<file path="config.mk">
export PLATFORM = sky130hd
export DESIGN_NAME = pwr_mode_ctrl
export DESIGN_NICKNAME = d
export VERILOG_FILES = /design/src/rtl/pwr_mode_ctrl.sv
export SDC_FILE = /design/constraint.sdc
export NUM_CORES = 1
export LEC_CHECK = 0
export ABC_CLOCK_PERIOD_IN_PS = 2200
export BUFFER_PORTS_ARGS = -buffer_cell sky130_fd_sc_hd__clkbuf_2
export CORE_ASPECT_RATIO = 2
export CORE_MARGIN = 5
export CORE_UTILIZATION = 53
export CTS_BUF_LIST = sky130_fd_sc_hd__clkbuf_8
export DETAILED_ROUTE_END_ITERATION = 8
export PLACE_DENSITY = 0.78
export SLEW_MARGIN = 20
export SYNTH_ARGS = -nofsm -noshare
export SYNTH_HDL_FRONTEND = slang
export SYNTH_SLANG_ARGS = --single-unit
</file>
<file path="constraint.sdc">
create_clock -name clk -period 2.2 [get_ports clk]
set_clock_uncertainty 0.2 [all_clocks]
set_input_delay 0 -clock clk [delete_from_list [all_inputs] [get_ports clk]]
set_output_delay 0 -clock clk [all_outputs]
set_load 0.1 [all_outputs]
</file>
<file path="src/rtl/pwr_mode_ctrl.sv">
module pwr_mode_ctrl #(
  parameter int OST_CYC  = 1024,
  parameter int PLL_CYC  = 64,
  parameter int WAKE_DLY = 2
) (
  input  logic       clk,
  input  logic       rst_n,
  input  logic       sleep_req,
  input  logic       idle_en,
  input  logic [1:0] clk_sel,
  input  logic       sosc_en,
  input  logic       pri_xtal,
  input  logic       pri_pll,
  input  logic       int_pend,
  input  logic       wdt_tmo,
  input  logic       dev_rst,
  output logic       cpu_clk_en,
  output logic       per_clk_en,
  output logic [2:0] clk_src,
  output logic       osc_stable,
  output logic       cpu_ready,
  output logic [1:0] wake_cause,
  output logic       pc_restart
);
  localparam int MAX_A = (OST_CYC > PLL_CYC) ? OST_CYC : PLL_CYC;
  localparam int MAXC  = (MAX_A > WAKE_DLY) ? MAX_A : WAKE_DLY;
  localparam int CW    = $clog2(MAXC + 1);

  typedef enum logic [2:0] {
    S_RUN = 3'd0, S_IDLE = 3'd1, S_SLEEP = 3'd2,
    S_OST = 3'd3, S_PLL = 3'd4, S_WDLY = 3'd5
  } st_t;

  st_t           state;
  logic [2:0]    src;
  logic [CW-1:0] cnt;
  logic          rst_seen;

  wire asleep   = (state == S_IDLE) || (state == S_SLEEP);
  wire wake     = dev_rst || (asleep && (int_pend || wdt_tmo));
  wire need_ost = src[0] && !osc_stable && pri_xtal;
  wire [2:0] sel_src = clk_sel[1] ? 3'b100 :
                       clk_sel[0] ? (sosc_en ? 3'b010 : src) : 3'b001;
  wire [1:0] cause   = dev_rst ? 2'b11 : wdt_tmo ? 2'b10 : 2'b01;

  assign cpu_clk_en = (state == S_RUN);
  assign cpu_ready  = (state == S_RUN);
  assign per_clk_en = (state == S_RUN) || (state == S_IDLE) || (state == S_WDLY);
  assign clk_src    = per_clk_en ? src : 3'b000;

  always_ff @(posedge clk or negedge rst_n) begin
    if (!rst_n) begin
      state      <= S_RUN;
      src        <= 3'b001;
      osc_stable <= 1'b1;
      cnt        <= '0;
      rst_seen   <= 1'b0;
      wake_cause <= 2'b00;
      pc_restart <= 1'b0;
    end else begin
      wake_cause <= 2'b00;
      pc_restart <= 1'b0;
      if (wake) begin
        wake_cause <= cause;
        if (dev_rst) rst_seen <= 1'b1;
        if (need_ost) begin
          state <= S_OST;
          cnt   <= CW'(OST_CYC - 1);
        end else begin
          state <= S_WDLY;
          cnt   <= CW'(WAKE_DLY - 1);
          if (src[0]) osc_stable <= 1'b1;
        end
      end else begin
        case (state)
          S_RUN: if (sleep_req) begin
            src <= sel_src;
            if (!idle_en) begin
              state      <= S_SLEEP;
              osc_stable <= 1'b0;
            end else begin
              state <= S_IDLE;
              if (!sel_src[0]) osc_stable <= 1'b0;
            end
          end
          S_OST: if (cnt == '0) begin
            if (pri_pll) begin
              state <= S_PLL;
              cnt   <= CW'(PLL_CYC - 1);
            end else begin
              state      <= S_WDLY;
              cnt        <= CW'(WAKE_DLY - 1);
              osc_stable <= 1'b1;
            end
          end else cnt <= cnt - 1'b1;
          S_PLL: if (cnt == '0) begin
            state      <= S_WDLY;
            cnt        <= CW'(WAKE_DLY - 1);
            osc_stable <= 1'b1;
          end else cnt <= cnt - 1'b1;
          S_WDLY: if (cnt == '0) begin
            state      <= S_RUN;
            pc_restart <= rst_seen;
            rst_seen   <= 1'b0;
          end else cnt <= cnt - 1'b1;
          default: ;
        endcase
      end
    end
  end
endmodule

</file>
* Word level (Yosys, flattened, before mapping) *
Index checks and enable logic that the tools add are counted.

storage, ports and cells
  flip-flop bits (word level) = 22
  input bits = 12
  output and inout port bits = 10
  logic and storage cells = 88

cells by class
  add/subtract/negate cells = 1
  eq/ne operators = 16
  mux-type cells = 40
  bitwise gates (word level) = 1
  reductions and logical operators = 22

operators with widths
  cell                     count
  $mux W11                 4
  $pmux W11 S3             1
  $mux W3                  10
  $mux W1                  17
  $ne A3 B3 Y1 const B     4
  $pmux W3 S4              1
  $logic_not A11 Y1        1
  $sub A11 B1 Y11 const B  1
  $mux W10                 1
  $mux W2                  4
  $reduce_and A8 Y1        1
  $reduce_bool A4 Y1       2
  $eq A3 B2 Y1 const B     2
  $eq A3 B3 Y1 const B     2
  $mux W6                  1
  $ne A2 B2 Y1 const B     3
  $ne A3 B2 Y1 const B     2
  $reduce_and A3 Y1        2
  $logic_or A1 B1 Y1       5
  $reduce_and A5 Y1        1
  $reduce_bool A5 Y1       1
  $ne A4 B4 Y1 const B     1
  $reduce_and A4 Y1        1
  $reduce_bool A2 Y1       2
  8 further kinds          10

* Longest topological paths before layout *
Gate-level depths: netlist (run 1).

  depth in word-level cells = 8
  mapped depth = 8
  mapped depth without buffers = 7

* Worst setup path before layout (run 1) *
No wires, ideal clock.

  path kind = reg2reg
  start point = register state[1]
  end point = register src[0]
  setup time = 0.079 ns
  arrival = 3.802 ns
  required time = 1.921 ns
  slack = -1.882 ns
  cell stages (with the launch flop) = 7
  period minus slack after synthesis = 4.082 ns
  path through = dfrtp_1 -> buf_2 -> nor3_1 -> nand2_1 -> nor2_1 -> o21ai_0 -> a22o_1

RTL lines
  item                                RTL line  source
  from (decl)                         34        st_t state;
  from (signal assigned)              53        state <= S_RUN;
  from (signal assigned)              67        state <= S_OST;
  from (signal assigned)              70        state <= S_WDLY;
  $logic_not A3 Y1                    -
  via cpu_clk_en                      17        output logic cpu_clk_en,
  $reduce_and A3 Y1 (no source line)  -
  to (signal assigned)                77        src <= sel_src;
  to (decl)                           35        logic [2:0] src;

The timed path passes the listed nets, and every way through them passes these cells.
A chain may end at the register's enable or synchronous reset.

* Final worst setup path (run 1) *
  start point = register cnt[3]
  end point = register cnt[9]

between the ends
  cells in the longest elaborated chain, start to end = 4

RTL lines
  item                                                         RTL line     source
  from (decl)                                                  36           logic [CW-1:0] cnt;
  from (signal assigned)                                       68           cnt <= CW'(OST_CYC - 1);
  from (signal assigned)                                       71           cnt <= CW'(WAKE_DLY - 1);
  from (signal assigned)                                       89           cnt <= CW'(PLL_CYC - 1);
  $sub A11 B1 Y11 / $logic_not A11 Y1 (equally long branches)  -
  $mux W11 (on tied branches)                                  101, 86, 96
  $pmux W11 S3                                                 75           case (state)
  $mux W11                                                     63           if (wake) begin

Parallel ways exist; a longest one is shown, timed or not. The select of a mux whose other input is x is not followed.

==> summary.md, run 1 <==
| Metric | Value |
|---|---|
| IO Pins | `22` |
| DRC viols | `0` |
| Final setup fails | `0` |
| Clock root buffer | `clkbuf_8` |
| Via count | `approximately 1.5k` |
| Status | `complete, but fails checks` |
| Worst VDD drop | `0.691 mV` |
| Final WL | `about 4.2 mm` |
| Net Sw Frac | `between 40% and 50%` |
| Wire length per cell | `17.7 um` |
| Synth top cells by count | `dfrtp_1, nand2_1, nor2_1, o21ai_0` |
| Critical path arrival | `roughly 2.2 ns` |
| TritonRoute pass-1 iters | `4` |
| Clock Tree Buf Depth | `2` |
| TritonCTS clock tree | `built` |
| Most common cell in the synthesized netlist | `dfrtp_1` |
| Core Region | `2740 sq um` |
| Origin of the worst setup path | `cnt[3]` |
| Hold Crit Class | `input pin to flop` |
| Area contributors post-synth | `dfrtp_1, nand2_1, a22o_1` |
| Final Slew Violations | `0` |
| Min setup slack post-route | `0.0243 ns` |
| Max Clk Rate | `0.460 GHz` |
| Initial antenna violation count | `0` |
| CP max-delay cell | `or4_4` |
| Die Ht | `roughly 85 um` |
| Final period util | `98.9%` |
| Die area | `4020 sq um` |
| Slew HR | `62.3%` |
| FP Rows | `27` |
| H-tree Lvls | `1` |
| Period minus WS final | `2.18 ns` |
| Post-CTS setup buffer count | `0` |
| Routed Antenna Nets | `0` |
| Seq pwr share | `28.8%` |
| Failing checks | `negative hold slack` |
| Worst reg2reg startpoint | `cnt[3]` |
| P_int | `1210 uW` |
| Post-Layout Cell Count | `237` |
| Chip width | `47.4 um` |
| Number of synthesized flops with an enable pin | `0` |
| Cts bufs inserted | `3` |
| Clock power share | `12.4%` |
| Hold Slack | `-0.00346 ns` |
| Max-Cap Viols | `0` |
| First-pass GRT wire length | `6.88 mm` |
| Cell taking the most area after synthesis | `dfrtp_1` |
| Crit start category | `flop` |
| Critical path type | `flop to flop` |
| CP Max Fanout | `6` |
| Post-synth ARST share | `between 90% and 100%` |
| DR vias/cell | `6.39` |
| Final hold vios | `1` |
| Unique masters post-synth | `54` |
| GP Congestion | `0.909` |
| Area Growth Syn to Fin | `27.6%` |
| Placed Cells | `roughly 220` |
| ANT cells | `0` |
| Lkg Pwr | `0.000900 uW` |
| Initial Utilization | `54.2%` |
| Worst Tran Pin Value | `0.565 ns` |
| Iteration-0 DRC Markers | `43` |
| Largest net degree at the start of global routing | `23` |
| Main synth FF type | `dfrtp_1` |
| Pre-CTS setup slack | `-0.0425 ns` |
| Min-delay src | `sleep_req` |
| Nets | `222` |
| Clk sink count | `22` |
| Max stage delay on crit path | `0.59 ns` |
| Switching pwr | `1150 uW` |
| Syn_area_per_cell | `8.93 sq um` |
| Register bit total from synthesis | `22` |
| Reg clk slew, reported paths | `0.08 ns` |
| Vias in the first global route | `1,588` |
| Fraction of layout cells with a size suffix above 1 | `between 30% and 40%` |
| Pwr dens | `1250 nW/um^2` |
| Unrepaired setup endpoints after global routing | `no` |
| Worst path cell trace | `or4_4 > or3_4 > o31ai_1 > a22o_1` |
| Gr ovfl total | `0` |
| Synth warn | `0` |
| Sequential cell area fraction in the yosys report | `37.3%` |
| Mapped Nets | `179` |
| Worst EP required | `2.20 ns` |
| Comb pwr share | `58.8%` |
| Post-Syn Area | `1480 sq um` |
| Crit. End Element | `flop` |
| I/O Buffers | `21` |
| Share of the synthesized area in the top cell type | `33.8%` |
| Clk Latency, worst-skew pair | `0.26 ns` |
| GRT Util Overall | `23.2%` |
| Final Core Density | `69.1%` |
| Synth Instances | `166` |
| Hpwl dp | `~3.2 mm` |
[per-stage QoR]
stage	total power (uW)	cell area [sq um]	hold WS (ns)	TNS, ns
floorplan	1670	1530	-0.496	-0.504
global placement	1960	1720	-0.188	0
detailed placement	2010	1720	-0.184	-0.0425
CTS	2320	1880	0.00345	0
global route	2510	1890	0.0358	0
finish	2360	1890	-0.00346	0
[sequential cells by signal (all words and copies together), names as in the netlist]
name        flops
pc_restart      1
state           3
cnt            11
osc_stable      1
rst_seen        1
wake_cause      2
src             3
[layer usage]
metal,part of all wire (%),track usage (%),up-vias,routed length (um)
met5,0,0,-,0
met4,5.0,13.1,0,210
met3,5.0,3.43,23,209
met2,55,42.9,59,2310
met1,35,21.3,728,1460
li1,-,-,704,-
[cell type report]
class	instances	area [sq um]
sequential	22	554
timing repair buffer	45	310
fill	221	845
clock buffer	4	55.1
tap	29	36.3
inverter	8	30.0
multi-input combinational	129	906
[critical path, delay by kind of cell, from the launching register on]
kind,cells,cell delay (ns)
and+or+nand+nor,2,0.97
AOI/OAI and AO/OA,2,0.49
DFF,1,0.45
[power by group through the flow]
| stage | sequential (uW) | clock, uW | combinational, uW |
|---|---|---|---|
| floorplan | 744 | 0 | 924 |
| global placement | 667 | 0 | 1290 |
| detailed placement | 676 | 0 | 1330 |
| CTS | 671 | 296 | 1360 |
| global route | 691 | 312 | 1510 |
| finish | 680 | 293 | 1390 |
[kinds of logic (layout without fill, tap and decap cells)]
group	after synthesis	in the layout	share of synthesized area [%]
flops	22	22	37.3
simple gates	71	71	27.5
compound gates	54	54	27.2
mux	1	1	0.675
fa+ha+maj	1	1	0.844
xor+xnor	2	2	1.69
buf+inv	15	57	4.81
[cell usage in the layout (no fill, tap or decap), drive strengths merged, types with 8 or more instances in the layout]
master / instances
inv: 8
buf: 14
dlygate4sd3: 10
nand2: 20
clkbuf: 25
nor2: 15
dfrtp: 20
nand3: 8
o21ai: 11
[worst paths after layout]
path                                 end  slack, ns  depth (start not counted)
setup / recovery                  cnt[9]       0.02                          4
hold / removal                  state[0]     -0.003                          5
setup reg to reg                  cnt[9]       0.02                          4
hold reg to reg                 rst_seen       0.29                          1
max in group asynchronous         cnt[3]       1.34                          2
min in group asynchronous  wake_cause[0]       0.06                          2
[what timing repair did]
item,CTS,global route
resized for setup,1,3
endpoints found under the hold margin,29,0
hold buffers,10,0
pin swaps,0,0
setup endpoints to repair,1,2
Note: power is estimated with default switching activity, not from simulation.
==> run 2, diff against run 1 <==
--- a/config.mk
+++ b/config.mk
@@ -12,7 +12,8 @@
 export CORE_UTILIZATION = 53
 export CTS_BUF_LIST = sky130_fd_sc_hd__clkbuf_8
 export DETAILED_ROUTE_END_ITERATION = 8
-export PLACE_DENSITY = 0.78
+export PLACE_DENSITY = 0.86
+export RECOVER_POWER = 100
 export SLEW_MARGIN = 20
 export SYNTH_ARGS = -nofsm -noshare
 export SYNTH_HDL_FRONTEND = slang
==> summary.md, run 2 (same netlist as run 1, synthesis figures left out) <==
| Metric | Value |
|---|---|
| Reg clk slew, reported paths | `approximately 0.08 ns` |
| Pre-CTS setup slack | `0.0153 ns` |
| GP Congestion | `0.917` |
| Max stage delay on crit path | `around 0.54 ns` |
| Worst reg2reg setup slack | `0.09 ns` |
| Critical path type | `flop to flop` |
| Final period util | `96.0%` |
| Period minus WS final | `2.11 ns` |
| Chip width | `47.4 um` |
| Initial Utilization | `54.2%` |
| Crit start category | `flop` |
| Slew HR | `21.1%` |
| CP Buf/Inv Count | `1` |
| Net Sw Frac | `between 40 and 50%` |
| IO Pins | `22` |
| GRT Util Overall | `23.3%` |
| Hold Crit Class | `input pin to flop` |
| P_int | `1280 uW` |
| WHS Path Cells | `4` |
| TritonRoute pass-1 iters | `4` |
| Final Core Density | `69.2%` |
| Final Slew Violations | `0` |
| Clock root buffer | `clkbuf_8` |
| Worst reg2reg startpoint | `cnt[1]` |
| Register bank with the most flops | `cnt` |
| Clock Tree Buf Depth | `2` |
| Final setup fails | `0` |
| Biggest regs | `cnt (11), src (3), state (3)` |
| Post-Layout Cell Count | `about 240` |
| CP delay by family, top | `simple AND/OR/NAND/NOR gates` |
| Largest net degree at the start of global routing | `23` |
| Fraction of layout cells with a size suffix above 1 | `26.7%` |
| Min-delay src | `idle_en` |
| Nets | `224` |
| Min setup slack post-route | `0.0878 ns` |
| First-pass GRT wire length | `6.94 mm` |
| Critical path depth | `6` |
| DR vias/cell | `between 6 and 7` |
| Post-CTS setup buffer count | `0` |
| Via count | `1,512` |
| RR Endpoint | `cnt[9]` |
| I/O Buffers | `21` |
| Worst Tran Pin Value | `1.19 ns` |
| Vias in the first global route | `1,524` |
| Placed Cells | `224` |
| Placed instance area | `1730 sq um` |
| FILL cells | `206` |
| Pwr dens | `roughly 1300 nW/um^2` |
| Die area | `about 4000 sq um` |
| Seq pwr share | `28.1%` |
| Core Region | `2740 sq um` |
| Comb pwr share | `56.2%` |
| Routed Antenna Nets | `0` |
| Worst path cell trace | `clkbuf_2 > or4_4 > or3_4 > nor3_2 > o21ai_1 > a22o_1` |
| Area Growth Syn to Fin | `27.8%` |
| Gr ovfl total | `0` |
| Clk sink count | `22` |
| Finished Cell Area | `1890 sq um` |
| Final hold vios | `0` |
| CP max-delay cell | `or4_4` |
| Clk Latency, worst-skew pair | `approximately 0.27 ns` |
| Initial antenna violation count | `0` |
| TritonCTS clock tree | `built` |
| Clock power share | `15.6%` |
| CP Max Fanout | `4` |
| R2r worst-path depth | `6` |
| Wire length per cell | `17.7 um` |
| Max Clk Rate | `0.473 GHz` |
| Worst EP required | `2.16 ns` |
| Switching pwr | `roughly 1100 uW` |
| Max reg flops | `11` |
| Commonest cells after routing, fill and taps aside | `dfrtp_1, nand2_1, clkbuf_2` |
| Hpwl dp | `3.14 mm` |
| Hold Slack | `0.0155 ns` |
| Unrepaired setup endpoints after global routing | `no` |
| FP Rows | `27` |
| Lkg Pwr | `roughly 0.00090 uW` |
| Cts bufs inserted | `3` |
| Critical path arrival | `a little over 2 ns` |
| Iteration-0 DRC Markers | `67` |
| Final WL | `4.24 mm` |
| Most common cell after layout, fill and taps aside | `dfrtp_1` |
| ANT cells | `0` |
| Status | `completed` |
| Hold Path Sink | `state[1]` |
| H-tree Lvls | `1` |
| Worst VDD drop | `between 0.8 and 0.9 mV` |
| Die Ht | `84.8 um` |
| DRC viols | `0` |
| Crit. End Element | `flop` |
| Max-Cap Viols | `0` |
==> run 2: cell type report <==
class	count	area, sq um	share of cell area (%)
Timing Repair Buffer	47	317	16.7
Multi-Input combinational cell	129	887	46.8
Clock inverter	1	30.0	1.59
Tap cell	29	36.3	1.92
Inverter	8	30.0	1.59
Sequential cell	22	553	29.2
Clock buffer	3	41.3	2.18
==> run 2: worst max path at each step <==
stage / slack [ns] / startpoint / end
after floorplan: -0.18 / state[0] / src[0]
after global placement: 0.13 / cnt[0] / cnt[5]
after detailed placement: 0.02 / cnt[0] / cnt[5]
after CTS: 0.03 / cnt[0] / cnt[5]
after global routing: 0.009 / cnt[0] / cnt[4]
final: 0.09 / cnt[1] / cnt[9]
==> run 2: what timing repair did <==
action / in CTS / in global routing
hold buffers: 11 / 0
endpoints found under the setup margin: 0 / 11
endpoints found under the hold margin: 29 / 0
gates resized for setup: 0 / 3
==> run 2: stage by stage <==
step | TNS, ns | power [uW]
after floorplan | -0.504 | 1670
after global placement | 0 | 1960
after detailed placement | 0 | 2020
after CTS | 0 | 2420
after global routing | 0 | 2560
final | 0 | 2410
==> run 2: worst reg2reg max path, stage by stage (launching register included) <==
cell and delay [ns]:
dfrtp_1 0.38, clkbuf_2 0.13, or4_4 0.54, or3_4 0.38, nor3_2 0.12, o21ai_1 0.07
a22o_1 0.19
==> run 2: power groups by stage <==
| stage | combinational (uW) | sequential, uW | clock, uW |
|---|---|---|---|
| final | 1360 | 679 | 377 |
| after floorplan | 924 | 744 | 0 |
| after global placement | 1290 | 669 | 0 |
| after detailed placement | 1340 | 677 | 0 |
| after global routing | 1460 | 697 | 405 |
| after CTS | 1370 | 672 | 385 |
==> run 2: layer usage <==
| layer | track usage, % | share of wire, % | vias up |
|---|---|---|---|
| met2 | 41.3 | 55 | 58 |
| met3 | 3.43 | 4.5 | 19 |
| met1 | 24.1 | 36 | 729 |
| met5 | 0 | 0 | - |
| met4 | 12.1 | 4.7 | 0 |
| li1 | - | - | 706 |
